### src/rtl/nstr_pkg.sv
package nstr_pkg;

  localparam int CNT_W    = 16;
  localparam int MODE_BIT = 16;
  localparam int PEN_BIT  = 23;

  typedef enum logic {
    SM_NIBBLE = 1'b0,
    SM_BYTE   = 1'b1
  } smode_e;

  typedef struct packed {
    smode_e           mode;
    logic             pen;
    logic [CNT_W-1:0] count;
  } scmd_t;

  function automatic scmd_t cmd_unpack(input logic [31:0] w);
    scmd_t c;
    c.mode  = smode_e'(w[MODE_BIT]);
    c.pen   = w[PEN_BIT];
    c.count = w[CNT_W-1:0];
    return c;
  endfunction

  // nibble replicated into both halves of the DAC byte
  function automatic logic [7:0] nib_to_dac(input logic [3:0] n);
    return {n, n};
  endfunction

  function automatic logic [7:0] nib_to_pins(input logic [3:0] n);
    return {4'b0000, n};
  endfunction

  function automatic logic last_left(input logic [CNT_W-1:0] r);
    return r == {{(CNT_W-1){1'b0}}, 1'b1};
  endfunction

endpackage

### src/rtl/nstr_nco.sv
module nstr_nco #(
  parameter int FW = 32
) (
  input  logic          clk,
  input  logic          rst_n,
  input  logic          run,
  input  logic          restart,
  input  logic [FW-1:0] freq,
  output logic          carry_tick
);

  logic [FW-1:0] acc;
  logic [FW:0]   sum;

  assign sum        = {1'b0, acc} + {1'b0, freq};
  assign carry_tick = run & sum[FW];

  always_ff @(posedge clk) begin
    if (!rst_n)       acc <= '0;
    else if (restart) acc <= '0;
    else if (run)     acc <= sum[FW-1:0];
  end

endmodule

### src/rtl/nstr_cmdq.sv
module nstr_cmdq
  import nstr_pkg::*;
(
  input  logic        clk,
  input  logic        rst_n,
  input  logic        cmd_valid,
  input  logic [31:0] cmd_word,
  input  logic        tick,
  output logic        cmd_ready,
  output logic        busy,
  output logic        act_v,
  output smode_e      act_mode,
  output logic        act_pen,
  output logic        issue,
  output logic        start_fresh
);

  logic             buf_v;
  scmd_t            buf_c;
  logic [CNT_W-1:0] rem;
  logic             accept;
  logic             final_upd;
  logic             handoff;

  assign cmd_ready   = !buf_v;
  assign accept      = cmd_valid && !buf_v;
  assign start_fresh = !act_v && buf_v;
  assign final_upd   = tick && act_v && last_left(rem);
  assign handoff     = final_upd && buf_v;
  assign issue       = start_fresh || handoff;
  assign busy        = act_v || buf_v;

  always_ff @(posedge clk) begin
    if (!rst_n) begin
      buf_v    <= 1'b0;
      buf_c    <= '0;
      act_v    <= 1'b0;
      act_mode <= SM_NIBBLE;
      act_pen  <= 1'b0;
      rem      <= '0;
    end else begin
      if (accept) begin
        buf_v <= 1'b1;
        buf_c <= cmd_unpack(cmd_word);
      end
      if (issue) begin
        buf_v    <= 1'b0;
        act_v    <= 1'b1;
        act_mode <= buf_c.mode;
        act_pen  <= buf_c.pen;
        rem      <= buf_c.count;
      end else if (final_upd) begin
        act_v <= 1'b0;
      end else if (tick) begin
        rem <= rem - 1'b1;
      end
    end
  end

endmodule

### src/rtl/nstr_unpack.sv
module nstr_unpack
  import nstr_pkg::*;
#(
  parameter int DW = 8
) (
  input  logic          clk,
  input  logic          rst_n,
  input  logic          tick,
  input  smode_e        mode,
  input  logic          restart,
  input  logic          fifo_empty,
  input  logic [DW-1:0] fifo_data,
  output logic          fifo_rd_en,
  output logic          starve,
  output logic [DW-1:0] upd_dac,
  output logic [DW-1:0] upd_pin
);

  logic          hi_pend;
  logic [DW-1:0] hold;
  logic          need_byte;
  logic [3:0]    nib;

  assign need_byte  = (mode == SM_BYTE) || !hi_pend;
  assign starve     = tick && need_byte && fifo_empty;
  assign fifo_rd_en = tick && need_byte && !fifo_empty;
  assign nib        = hi_pend ? hold[7:4] : fifo_data[3:0];

  always_comb begin
    if (mode == SM_BYTE) begin
      upd_dac = fifo_data;
      upd_pin = fifo_data;
    end else begin
      upd_dac = nib_to_dac(nib);
      upd_pin = nib_to_pins(nib);
    end
  end

  always_ff @(posedge clk) begin
    if (!rst_n) begin
      hi_pend <= 1'b0;
      hold    <= '0;
    end else if (restart) begin
      hi_pend <= 1'b0;
    end else if (fifo_rd_en && mode == SM_NIBBLE) begin
      hi_pend <= 1'b1;
      hold    <= fifo_data;
    end else if (tick && mode == SM_NIBBLE && hi_pend) begin
      hi_pend <= 1'b0;
    end
  end

endmodule

### src/rtl/nco_nibble_streamer.sv
module nco_nibble_streamer
  import nstr_pkg::*;
#(
  parameter int FREQ_W = 32,
  parameter int DAC_W  = 8,
  parameter int N_DAC  = 4
) (
  input  logic                   clk,
  input  logic                   rst_n,
  input  logic                   cmd_valid,
  input  logic [31:0]            cmd_data,
  output logic                   cmd_ready,
  output logic                   busy,
  input  logic [FREQ_W-1:0]      freq_word,
  output logic                   fifo_rd_en,
  input  logic [DAC_W-1:0]       fifo_data,
  input  logic                   fifo_empty,
  output logic [N_DAC*DAC_W-1:0] dac_bus,
  output logic                   dac_stb,
  output logic [DAC_W-1:0]       pin_out,
  output logic                   pin_oe,
  output logic                   underrun
);

  // named internal events, used by the checker
  logic       upd_tick;
  logic       upd_ok;
  logic       upd_starve;
  logic       upd_nib;
  logic       act_v;
  smode_e     act_mode;
  logic       act_pen;
  logic       issue;
  logic       start_fresh;
  logic [DAC_W-1:0] upd_dac;
  logic [DAC_W-1:0] upd_pin;

  nstr_cmdq u_cmdq (
    .clk        (clk),
    .rst_n      (rst_n),
    .cmd_valid  (cmd_valid),
    .cmd_word   (cmd_data),
    .tick       (upd_tick),
    .cmd_ready  (cmd_ready),
    .busy       (busy),
    .act_v      (act_v),
    .act_mode   (act_mode),
    .act_pen    (act_pen),
    .issue      (issue),
    .start_fresh(start_fresh)
  );

  nstr_nco #(.FW(FREQ_W)) u_nco (
    .clk       (clk),
    .rst_n     (rst_n),
    .run       (act_v),
    .restart   (start_fresh),
    .freq      (freq_word),
    .carry_tick(upd_tick)
  );

  nstr_unpack #(.DW(DAC_W)) u_unpack (
    .clk       (clk),
    .rst_n     (rst_n),
    .tick      (upd_tick),
    .mode      (act_mode),
    .restart   (issue),
    .fifo_empty(fifo_empty),
    .fifo_data (fifo_data),
    .fifo_rd_en(fifo_rd_en),
    .starve    (upd_starve),
    .upd_dac   (upd_dac),
    .upd_pin   (upd_pin)
  );

  assign upd_ok  = upd_tick && !upd_starve;
  assign upd_nib = (act_mode == SM_NIBBLE);

  always_ff @(posedge clk) begin
    if (!rst_n) begin
      dac_stb  <= 1'b0;
      pin_out  <= '0;
      pin_oe   <= 1'b0;
      underrun <= 1'b0;
    end else begin
      dac_stb <= upd_tick;
      if (upd_ok) begin
        pin_oe  <= act_pen;
        pin_out <= act_pen ? upd_pin : '0;
      end
      if (upd_starve) underrun <= 1'b1;
    end
  end

  for (genvar k = 0; k < N_DAC; k++) begin : g_lane
    logic [DAC_W-1:0] lane_q;
    always_ff @(posedge clk) begin
      if (!rst_n)      lane_q <= '0;
      else if (upd_ok) lane_q <= upd_dac;
    end
    assign dac_bus[k*DAC_W +: DAC_W] = lane_q;
  end

endmodule

### config.mk
export PLATFORM = sky130hd
export DESIGN_NAME = nco_nibble_streamer
export DESIGN_NICKNAME = d
export VERILOG_FILES = /design/src/rtl/nstr_pkg.sv /design/src/rtl/nstr_nco.sv /design/src/rtl/nstr_cmdq.sv /design/src/rtl/nstr_unpack.sv /design/src/rtl/nco_nibble_streamer.sv
export SDC_FILE = /design/constraint.sdc
export NUM_CORES = 1
export LEC_CHECK = 0
export ABC_AREA = 1
export BUFFER_PORTS_ARGS = -buffer_cell sky130_fd_sc_hd__buf_2
export CAP_MARGIN = 20
export CELL_PAD_IN_SITES_DETAIL_PLACEMENT = 1
export CELL_PAD_IN_SITES_GLOBAL_PLACEMENT = 1
export CORE_MARGIN = 3
export CORE_UTILIZATION = 24
export CTS_CLUSTER_SIZE = 25
export DETAILED_ROUTE_END_ITERATION = 16
export PLACE_DENSITY_LB_ADDON = 0.25
export SLEW_MARGIN = 40
export SYNTH_ARGS = -nofsm -noshare
export SYNTH_HDL_FRONTEND = slang
export SYNTH_SLANG_ARGS = --single-unit
### constraint.sdc
create_clock -name clk -period 4 [get_ports clk]
set_clock_uncertainty 0.1 [all_clocks]
set_input_delay 0.8 -clock clk [delete_from_list [all_inputs] [get_ports clk]]
set_output_delay 0.8 -clock clk [all_outputs]
set_load 0.02 [all_outputs]
[Yosys cells after proc, flatten, opt, wreduce, memory -nomap -nowiden]
Index checks and enable logic that the tools add are counted.
Operators by class
  bitwise operators: 4
  add/sub/neg operators: 2
  mux-type cells: 11
  reductions and logical operators: 27
  eq/ne operators: 2
Operators with widths (number)
  two-way mux 16 bit: 3
  adder 32 x 32 -> 33 bit: 1
  two-way mux 8 bit: 3
  equality test 16 x 1 -> 1 bit (second input constant): 1
  subtractor 16 x 1 -> 16 bit (second input constant): 1
  logical AND 1 bit: 12
  nonzero test 2 bit: 3
  logical NOT 1 bit: 5
  two-way mux 1 bit: 4
  two-way mux 4 bit: 1
  AND reduction 2 bit: 2
  OR reduction 2 bit: 2
  logical OR 1 bit: 3
  inverter 1 bit: 3
  != test 2 bit (second input constant): 1
  AND 1 bit: 1
Storage, ports and cells
  input bits: 76
  output and inout port bits: 46
  register bits after elaboration: 98
  logic and storage cells: 62

[Logic depth before layout (Yosys ltp)]
Gate-level depths: netlist of run 1.
  word-level depth: 8
  depth in mapped cells: 18
  gate-level depth less buffers: 18

[By module]
Synthesis of run 1 repeated with hierarchy kept, for this count alone.
Second synthesis, totals
  cells, all modules: 1206
  area total of the unflattened synthesis: 7138.1 um^2
Modules (own cells, without submodules)
  nstr_nco: area each 3714.8 um^2, sequential area each 640.6 um^2, cells an instance 687, times used 1
  nstr_cmdq: area each 1998.2 um^2, sequential area each 760.7 um^2, cells an instance 306, times used 1
  nco_nibble_streamer: area each 999.7 um^2, sequential area each 380.4 um^2, cells an instance 142, times used 1
  nstr_unpack: area each 425.4 um^2, sequential area each 100.1 um^2, cells an instance 71, times used 1

[Worst setup path after synthesis of run 1]
No wires, ideal clock.
  kind: in2out
  from: input port freq_word[0]
  to: output port fifo_rd_en
  buffers on the path: 0
  stages: 12
  arrival time: 2156 ps
  setup slack: 944 ps
  data required time: 3100 ps
  cell sequence: ha_1 > fa_1 > nand2_1 > nand2_1 > nand3_1 > nand2_1 > nand2_1 > nand2_1 > nand2_2 > nand2_4 > nand4_1 > inv_1
Between the ends
  cells in the longest elaborated chain, start to end: 4
Ends and longest elaborated chain
  from (decl): RTL line nco_nibble_streamer.sv:14  | input logic [FREQ_W-1:0] freq_word,
  adder 32 x 32 -> 33 bit: RTL line nstr_nco.sv:15  | assign sum = {1'b0, acc} + {1'b0, freq};
  AND 1 bit: RTL line nstr_nco.sv:16  | assign carry_tick = run & sum[FW];
  logical AND 1 bit (2 in a row): RTL line nstr_unpack.sv:26  | assign fifo_rd_en = tick && need_byte && !fifo_empty;
  to (decl): RTL line nco_nibble_streamer.sv:15  | output logic fifo_rd_en,
Every way passes these cells.

[Final worst setup path of run 1]
Same ends and word-level chain as after synthesis.

==> flow_metrics.py, run 1 <==
metrics = {
    "clock_tree": {
        "cts_tree": "built",
        "clock_sinks": 94,
        "cts.hold.buffers_added": 0,
        "cts_setup_buffers": 0,
        "cts_buffers": 9,
        "cts_resized": 0,
        "cts_buffer_depth": 2,
        "h-tree-depth": 3,
        "root_buffer": "clkbuf_16",
        "clk_latency_ns": 0.35,
        "cts.clk_slew.worst_paths_ns": 0.07,
    },
    "hold_path": {
        "hold_path.class": "reg -> reg",
    },
    "outcome": {
        "status": "finished clean",
    },
    "floorplanning": {
        "rows": 58,
        "coreArea_um2": 25600,
        "initial_core_util": 0.249,
        "dieArea_um2": 28500,
        "die_y_um": 169,
        "die_x_um": 169,
        "io_pins": 122,
    },
    "drt": {
        "detail_route.wirelength_um": 20300,
        "viasPerCell": 4.51,
        "drc": 0,
        "wl_per_cell_um": 14.5,
        "drt_iter0_drc": 205,
        "dr.pass1.iters": 4,
        "ant_nets": 0,
        "num_vias": 6299,
    },
    "critical_path": {
        "cp.required_ns": 3.10,
        "crit_family": "simple AND/OR/NAND/NOR gates",
        "cp.arrival_ns": 2.70,
        "endpoint_kind": "output pin",
        "critical_path_class": "in -> out",
        "slowest_delay_ns": 0.42,
        "crit_buf_inv": 3,
        "worstPathMaxFanout": 13,
        "crit_top_cell": "nand2_1",
        "crit_chain": "buf_2 > ha_1 > fa_1 > nand2_1 > nand2_1 > nand3_1 > nand2_1 > nand2_1 > nand2_1 > nand2_2 > nand2_4 > nand4_1 > inv_1 > buf_2",
        "cp-start-kind": "primary input",
        "critPathSlowestCell": "fa_1",
    },
    "timing": {
        "tns_ns": 0,
        "hold_violations": 0,
        "fmax_mhz": 278,
        "rsz0062_at_grt": "no",
        "drv_slew": 0,
        "worst_pin_slew_ns": 0.744,
        "slew_headroom": 0.504,
        "period_needed_ns": 3.60,
        "finalSetupViolCount": 0,
        "fin_ws_ns": 0.404,
        "post-route-period-util": 0.899,
    },
    "place": {
        "dp.final_hpwl_um": 15600,
        "io_buffers": 107,
        "gp_congestion": 0.779,
        "pre_cts_ws_ns": 0.383,
    },
    "final_layout": {
        "final_cell_mix": "nand2_1, nor2_1, inv_1",
        "final_common_cell": "nand2_1",
        "drive_above_1_share": 0.142,
        "antenna_cells": 0,
        "area_growth_pct": 15.5,
        "fin_nets": 1173,
    },
    "pwr": {
        "power_frac_comb": 0.263,
        "clockPowerShare": 0.355,
        "power_frac_seq": 0.382,
        "p_sw_frac": 0.343,
        "power-per-cell-area_nw_per_um2": 372,
        "finalPower_mw": 2.74,
        "internal_power_mw": 1.80,
        "power_switching_uw": 939,
        "power.leakage_nw": 3.76,
        "peakVddDrop_v": 0.000191,
    },
    "global_routing": {
        "antenna_found_initial": 0,
        "grt_pass1_wl_um": 33700,
        "grt_usage": 0.146,
        "grt_pass1_vias": 6550,
        "grt_overflow": 0,
        "grt_max_degree": 59,
    },
    "logic_synthesis": {
        "synthesis.area_um2": 6370,
        "synth-seq-cells": 94,
        "ys_seq_area_frac": 0.295,
        "yosysWarnings": 0,
        "post_synth_num_cell_types": 42,
        "syn-mean-instance-area_um2": 6.41,
        "syn_nets": 1104,
        "synth_cells": 993,
    },
    "flow_run": {
        "cap_violations": 0,
    },
}
## cells in the mapped netlist (all sizes together)
cell type	n	share of area
nand3	64	0.051
buf	36	0.042
nand2	209	0.13
or2	1	0.00098
xor2	20	0.027
dfxtp	94	0.30
nand3b	8	0.0094
nor2	177	0.11
clkinv	3	0.0018
o211ai	4	0.0047
o21ai	66	0.052
inv	118	0.070
ha	34	0.067
o21a	2	0.0024
o22ai	1	0.00098
nor3	14	0.012
o31ai	1	0.0012
xnor2	6	0.0082
nor4	1	0.00098
a31o	1	0.0014
a211oi	1	0.0012
nand4	18	0.018
fa	1	0.0031
a21oi	79	0.064
and2	1	0.00098
o21bai	5	0.0059
clkbuf	20	0.012
nor3b	1	0.0020
a21o	7	0.0082
## power by group through the flow
stage	combinational [mW]	sequential, mW	clock (mW)
2_1_floorplan	0.532	1.05	0
3_3_place_gp	0.724	1.07	0
3_5_place_dp	0.731	1.07	0
4_1_cts	0.735	1.05	1.02
5_1_grt	0.836	1.06	1.05
6_report	0.720	1.05	0.971
## layer usage
metal	global-route usage	up-vias	wire length (um)
met3	0.0182	15	505
li1	-	3299	-
met5	0	-	0
met2	0.243	78	9280
met1	0.198	2907	10300
met4	0.0402	0	248
## per-stage QoR
stage | util | instances | hold slack, ns | cell area [um^2]
6_report | 0.287 | 1396 | 0.357 | 7360
5_1_grt | 0.287 | 1396 | 0.385 | 7360
4_1_cts | 0.287 | 1396 | 0.360 | 7360
3_5_place_dp | 0.275 | 1381 | 0.347 | 7040
3_3_place_gp | 0.274 | 1381 | 0.343 | 7030
2_1_floorplan | - | 993 | 0.345 | 6370
## layout make-up
| cell class | count | area, um^2 |
|---|---|---|
| multi-input cells | 722 | 3700 |
| well taps | 330 | 413 |
| fillers | 3260 | 18300 |
| inverters | 121 | 457 |
| flip-flops and latches | 94 | 1880 |
| clock buffers | 9 | 225 |
| repair buffers | 114 | 588 |
| clock inverters | 6 | 96.3 |
## tightest hold or removal path, stage by stage, from the launching register on
cell and delay (ns):
dfxtp_1 0.31, inv_1 0.05, a21oi_1 0.05
## final timing paths
path,startpoint,endpoint,slack [ns],cells after the start
worst max register to register,u_nco.acc[0],u_unpack.hi_pend,1.11,15
worst min-delay path,underrun,underrun,0.36,2
worst min register to register,underrun,underrun,0.36,2
worst max-delay path,freq_word[0],fifo_rd_en,0.40,14
## registers in the layout (all words and copies together), names as in the netlist, 4 cells and up
| name | cells |
|---|---|
| u_nco.acc | 32 |
| u_cmdq.rem | 16 |
| u_cmdq.buf_c | 18 |
| g_lane.lane_q | 8 |
| pin_out | 8 |
| u_unpack.hold | 4 |
## cell families after synthesis
kind of cell	count (synthesis)	share of synthesized area
AOI/OAI and AO/OA	167	0.142
buffers and inverters	177	0.125
xor gates and xnor gates	26	0.0357
DFF	94	0.295
adders and majority gates	35	0.0699
and+or+nand+nor	494	0.331
No activity file was read; power rests on OpenSTA's default activity.
==> inputs of run 2 (changes only) <==
--- a/config.mk
+++ b/config.mk
@@ -5,7 +5,6 @@
 export SDC_FILE = /design/constraint.sdc
 export NUM_CORES = 1
 export LEC_CHECK = 0
-export ABC_AREA = 1
 export BUFFER_PORTS_ARGS = -buffer_cell sky130_fd_sc_hd__buf_2
 export CAP_MARGIN = 20
 export CELL_PAD_IN_SITES_DETAIL_PLACEMENT = 1
==> run 2 against run 1 <==
Fmax shrank 6.2%. Largest cell class unchanged. Combinational power down 16%. Sequential share of layout area rose by 1.4 points. Setup slack got worse by 0.24 ns. Largest power group unchanged. Cell area down 5.2%. Routed wire length shrank 16%. Register-to-register slack worse by 0.24 ns.
==> flow_metrics.py, run 2 <==
metrics = {
    "pwr": {
        "power_switching_uw": 811,
        "p_sw_frac": 0.304,
        "peakVddDrop_v": 0.000142,
        "power_frac_comb": 0.227,
        "power_frac_seq": 0.386,
        "power.leakage_nw": 2.96,
        "clockPowerShare": 0.386,
        "power-per-cell-area_nw_per_um2": 382,
        "internal_power_mw": 1.86,
    },
    "place": {
        "io_buffers": 107,
        "dp.final_hpwl_um": 13000,
        "placed_area_um2": 6640,
        "gp_congestion": 0.793,
    },
    "drt": {
        "wl_per_cell_um": 15.2,
        "ant_nets": 0,
        "drt_iter0_drc": 203,
        "num_vias": 5307,
        "dr.pass1.iters": 4,
        "detail_route.wirelength_um": 17100,
        "viasPerCell": 4.72,
        "drc": 0,
    },
    "timing": {
        "post-route-period-util": 0.958,
        "drv_slew": 0,
        "hold_violations": 0,
        "period_needed_ns": 3.83,
        "finalSetupViolCount": 0,
        "worst_pin_slew_ns": 0.675,
        "slew_headroom": 0.549,
        "rsz0062_at_grt": "no",
        "tns_ns": 0,
        "fmax_mhz": 261,
    },
    "floorplanning": {
        "rows": 56,
        "die_y_um": 162,
        "coreArea_um2": 23600,
        "dieArea_um2": 26100,
        "io_pins": 122,
        "initial_core_util": 0.246,
        "die_x_um": 162,
    },
    "final_layout": {
        "n_fill_cell": 2888,
        "largestRegisters": "u_nco.acc x32, u_cmdq.buf_c x18, u_cmdq.rem x16",
        "drive_above_1_share": 0.210,
        "multi_input_area_um2": 3540,
        "final_cell_mix": "buf_2, nand2_1, dfxtp_1",
        "area_growth_pct": 20.0,
        "final_design_area_no_fill_um2": 6980,
        "top_register": "u_nco.acc",
        "final_common_cell": "buf_2",
        "fin_util": 0.296,
        "antenna_cells": 0,
        "regArea_um2": 1880,
        "largest_reg_flops": 32,
        "fin_nets": 913,
    },
    "logic_synthesis": {
        "netlist.area_leader.share": 0.324,
        "ys.flop_type": "dfxtp_1",
        "synthesis.area_um2": 5820,
        "syn_nets": 825,
        "synth_area_leader_cell": "dfxtp_1",
        "synth.most_common_cell": "nand2_1",
        "async_flop_share": 0,
        "yosysWarnings": 0,
        "synth_cells": 714,
        "post_synth_num_cell_types": 68,
        "syn-mean-instance-area_um2": 8.15,
        "yosys-top-cells-count": "nand2_1, dfxtp_1, a21oi_1",
        "ys_top_cells_by_area": "dfxtp_1, ha_1, nand2_1",
        "synth-edff-count": 0,
        "synth-seq-cells": 94,
        "ys_seq_area_frac": 0.324,
    },
    "critical_path": {
        "worstPathMaxFanout": 3,
        "endpoint_kind": "output pin",
        "cp.required_ns": 3.10,
        "critical_path_class": "in -> out",
        "cp.arrival_ns": 2.93,
        "cp-start-kind": "primary input",
    },
    "global_routing": {
        "grt_max_degree": 54,
        "grt_pass1_wl_um": 27900,
        "grt_pass1_vias": 5412,
        "antenna_found_initial": 0,
        "grt_overflow": 0,
        "grt_usage": 0.131,
    },
    "flow_run": {
        "cap_violations": 0,
    },
    "outcome": {
        "status": "finished clean",
    },
    "clock_tree": {
        "h-tree-depth": 3,
        "cts.clk_slew.worst_paths_ns": 0.07,
        "cts_setup_buffers": 0,
        "clk_latency_ns": 0.35,
        "cts.hold.buffers_added": 0,
        "clock_sinks": 94,
        "cts_buffers": 9,
        "cts_tree": "built",
        "cts_buffer_depth": 2,
        "cts_resized": 0,
        "root_buffer": "clkbuf_16",
    },
    "hold_path": {
        "hold_path.class": "reg -> reg",
    },
}
## run 2: changes by cell type after synthesis, sizes merged, moves of 15 or more
cell / before / now
nor2: 177 / 46
xnor2: 6 / 21
mux2i: 0 / 30
o21ai: 66 / 46
inv: 118 / 13
nand2: 209 / 103
a21oi: 79 / 48
a21boi: 0 / 24
nand3: 64 / 41
## run 2: cells by family (layout without fill, tap and decap cells)
family          after synthesis  after routing  synth area share
compound gates              202            202             0.234
fa+ha+maj                    35             35            0.0766
xor+xnor                     31             31            0.0467
mux                          32             32            0.0555
buf+inv                      73            165            0.0671
simple gates                247            247             0.196
flops                        94             94             0.324
## run 2: path summary, 6_finish.rpt
| path | cells past startpoint | slack, ns | to | startpoint |
|---|---|---|---|---|
| worst max-delay path | 11 | 0.17 | fifo_rd_en | freq_word[0] |
| worst min-delay path | 2 | 0.35 | u_nco.acc[29] | u_nco.acc[29] |
| worst max register to register | 12 | 0.87 | u_cmdq.rem[6] | u_nco.acc[0] |
| worst min register to register | 2 | 0.35 | u_nco.acc[29] | u_nco.acc[29] |
## run 2: final cells by class
cell class / instances / share of cell area
Clock buffer: 9 / 0.0323
Clock inverter: 6 / 0.0170
Inverter: 13 / 0.00699
Multi-Input combinational cell: 547 / 0.508
Sequential cell: 94 / 0.270
Tap cell: 319 / 0.0572
Timing Repair Buffer: 137 / 0.109
## run 2: power by group through the flow
stage | Sequential (mW) | Combinational, mW | Clock (mW)
after floorplan | 1.04 | 0.433 | 0
after detailed placement | 1.05 | 0.612 | 0
after global placement | 1.05 | 0.607 | 0
final | 1.03 | 0.606 | 1.03
after CTS | 1.03 | 0.616 | 1.07
after global routing | 1.04 | 0.684 | 1.10
## run 2: layer usage
layer / track usage / vias up / routed length (um)
met4: 0.0396 / 0 / 222
met1: 0.183 / 2499 / 8830
li1: - / 2726 / -
met5: 0 / - / 0
met2: 0.210 / 70 / 7550
met3: 0.0181 / 12 / 507
## run 2: critical path, cell delays in order
cell,delay [ns]
buf_2,0.10
ha_1,0.24
fa_1,0.44
a211oi_1,0.30
o21ai_2,0.14
o2111ai_2,0.27
a21o_1,0.24
nand2_2,0.07
nand2_1,0.09
nor3b_1,0.07
buf_2,0.16
## run 2: stage by stage
stage | cells | power (mW) | hold slack [ns] | setup slack, ns
3_3_place_gp | 1110 | 1.66 | 0.342 | 0.166
5_1_grt | 1125 | 2.83 | 0.392 | 0.0291
6_report | 1125 | 2.67 | 0.352 | 0.167
2_1_floorplan | 714 | 1.47 | 0.329 | 0.331
3_5_place_dp | 1110 | 1.67 | 0.350 | 0.168
4_1_cts | 1125 | 2.72 | 0.360 | 0.137
==> inputs of run 3 (changes only) <==
--- a/config.mk
+++ b/config.mk
@@ -13,6 +13,7 @@
 export CORE_UTILIZATION = 24
 export CTS_CLUSTER_SIZE = 25
 export DETAILED_ROUTE_END_ITERATION = 16
+export MAX_ROUTING_LAYER = met4
 export PLACE_DENSITY_LB_ADDON = 0.25
 export SLEW_MARGIN = 40
 export SYNTH_ARGS = -nofsm -noshare
==> run 3 against run 2 <==
Clock power barely moved. Largest power group unchanged. Die area unchanged. Total power hardly changed. Utilization did not move. Flip-flop and latch count unchanged. Setup slack got worse by 0.0021 ns. Register-to-register slack about the same. Sequential share of layout area unchanged.
==> flow_metrics.py, run 3 (synthesis gave the netlist of run 2 again) <==
metrics = {
    "drt": {
        "num_vias": 5323,
        "detail_route.wirelength_um": 17100,
        "wl_per_cell_um": 15.2,
        "ant_nets": 0,
        "drt_iter0_drc": 214,
        "viasPerCell": 4.73,
        "drc": 0,
        "dr.pass1.iters": 4,
    },
    "flow_run": {
        "cap_violations": 0,
    },
    "floorplanning": {
        "die_y_um": 162,
        "die_x_um": 162,
        "dieArea_um2": 26100,
        "io_pins": 122,
        "rows": 56,
        "initial_core_util": 0.246,
        "coreArea_um2": 23600,
    },
    "clock_tree": {
        "cts_buffers": 9,
        "clock_sinks": 94,
        "cts_tree": "built",
        "cts_setup_buffers": 0,
        "cts.hold.buffers_added": 0,
        "root_buffer": "clkbuf_16",
        "cts_buffer_depth": 2,
        "clk_latency_ns": 0.35,
        "h-tree-depth": 3,
        "cts_resized": 0,
        "cts.clk_slew.worst_paths_ns": 0.07,
    },
    "outcome": {
        "status": "finished clean",
    },
    "critical_path": {
        "cp.arrival_ns": 2.94,
        "cp.required_ns": 3.10,
        "cp-start-kind": "primary input",
        "worstPathMaxFanout": 3,
        "critical_path_class": "in -> out",
        "crit_path_start": "freq_word[0]",
        "regToRegStartpoint": "u_nco.acc[0]",
        "endpoint_kind": "output pin",
    },
    "global_routing": {
        "grt_pass1_wl_um": 27900,
        "grt_pass1_vias": 5412,
        "grt_usage": 0.135,
        "antenna_found_initial": 0,
        "grt_overflow": 0,
        "grt_max_degree": 54,
    },
    "timing": {
        "hold_violations": 0,
        "worst_hold_slack_ns": 0.352,
        "tns_ns": 0,
        "post-route-period-util": 0.959,
        "drv_slew": 0,
        "finalSetupViolCount": 0,
        "worst_pin_slew_ns": 0.674,
        "period_needed_ns": 3.84,
        "fmax_mhz": 261,
        "slew_headroom": 0.549,
        "rsz0062_at_grt": "no",
    },
    "final_layout": {
        "drive_above_1_share": 0.210,
        "fin_cells": 1125,
        "largest_reg_flops": 32,
        "n_fill_cell": 2888,
        "final_cell_mix": "buf_2, nand2_1, dfxtp_1",
        "antenna_cells": 0,
        "final_design_area_no_fill_um2": 6980,
        "fin_util": 0.296,
        "largestRegisters": "u_nco.acc x32, u_cmdq.buf_c x18, u_cmdq.rem x16",
        "top_register": "u_nco.acc",
        "area_growth_pct": 20.0,
        "fin_nets": 913,
        "final_common_cell": "buf_2",
    },
    "pwr": {
        "power-per-cell-area_nw_per_um2": 382,
        "power.leakage_nw": 2.96,
        "p_sw_frac": 0.304,
        "clockPowerShare": 0.386,
        "power_frac_comb": 0.227,
        "power_frac_seq": 0.386,
        "power_switching_uw": 811,
        "internal_power_mw": 1.86,
        "peakVddDrop_v": 0.000142,
    },
    "place": {
        "io_buffers": 107,
        "gp_congestion": 0.805,
        "placed_area_um2": 6640,
        "dp.final_hpwl_um": 13000,
        "post-place-cells": 1110,
    },
    "hold_path": {
        "hold_path.class": "reg -> reg",
        "holdCritStartpoint": "u_nco.acc[29]",
    },
}
-- run 3: worst paths after layout --
| check | slack (ns) | endpoint | cells past startpoint |
|---|---|---|---|
| worst min register to register | 0.35 | u_nco.acc[29] | 2 |
| worst min-delay path | 0.35 | u_nco.acc[29] | 2 |
| worst max register to register | 0.87 | u_cmdq.rem[6] | 12 |
| worst max-delay path | 0.16 | fifo_rd_en | 11 |
-- run 3: critical path: stages --
cell	delay, ns
buf_2	0.10
ha_1	0.24
fa_1	0.44
a211oi_1	0.30
o21ai_2	0.14
o2111ai_2	0.27
a21o_1	0.24
nand2_2	0.07
nand2_1	0.09
nor3b_1	0.07
buf_2	0.16
-- run 3: per-layer routing --
metal	routed length, um	global-route usage
met1	8860	0.184
met2	7560	0.210
met3	464	0.0156
met4	221	0.0407
met5	0	-
-- run 3: cell type report --
| cell class | count | area (um^2) | share of cell area |
|---|---|---|---|
| Clock buffer | 9 | 225 | 0.0323 |
| Tap cell | 319 | 399 | 0.0572 |
| Clock inverter | 6 | 119 | 0.0170 |
| Inverter | 13 | 48.8 | 0.00699 |
| Timing Repair Buffer | 137 | 761 | 0.109 |
| Sequential cell | 94 | 1880 | 0.270 |
| Multi-Input combinational cell | 547 | 3540 | 0.508 |
-- run 3: per-stage QoR --
| step | power, mW | worst slack (ns) |
|---|---|---|
| 2_1_floorplan | 1.47 | 0.331 |
| 3_3_place_gp | 1.66 | 0.166 |
| 3_5_place_dp | 1.67 | 0.168 |
| 4_1_cts | 2.72 | 0.137 |
| 5_1_grt | 2.83 | 0.0291 |
| 6_report | 2.67 | 0.165 |
-- run 3: power groups by stage --
stage / logic [mW] / registers [mW] / clock network (mW)
4_1_cts: 0.616 / 1.03 / 1.07
2_1_floorplan: 0.433 / 1.04 / 0
5_1_grt: 0.684 / 1.04 / 1.10
3_5_place_dp: 0.612 / 1.05 / 0
6_report: 0.607 / 1.03 / 1.03
3_3_place_gp: 0.607 / 1.05 / 0
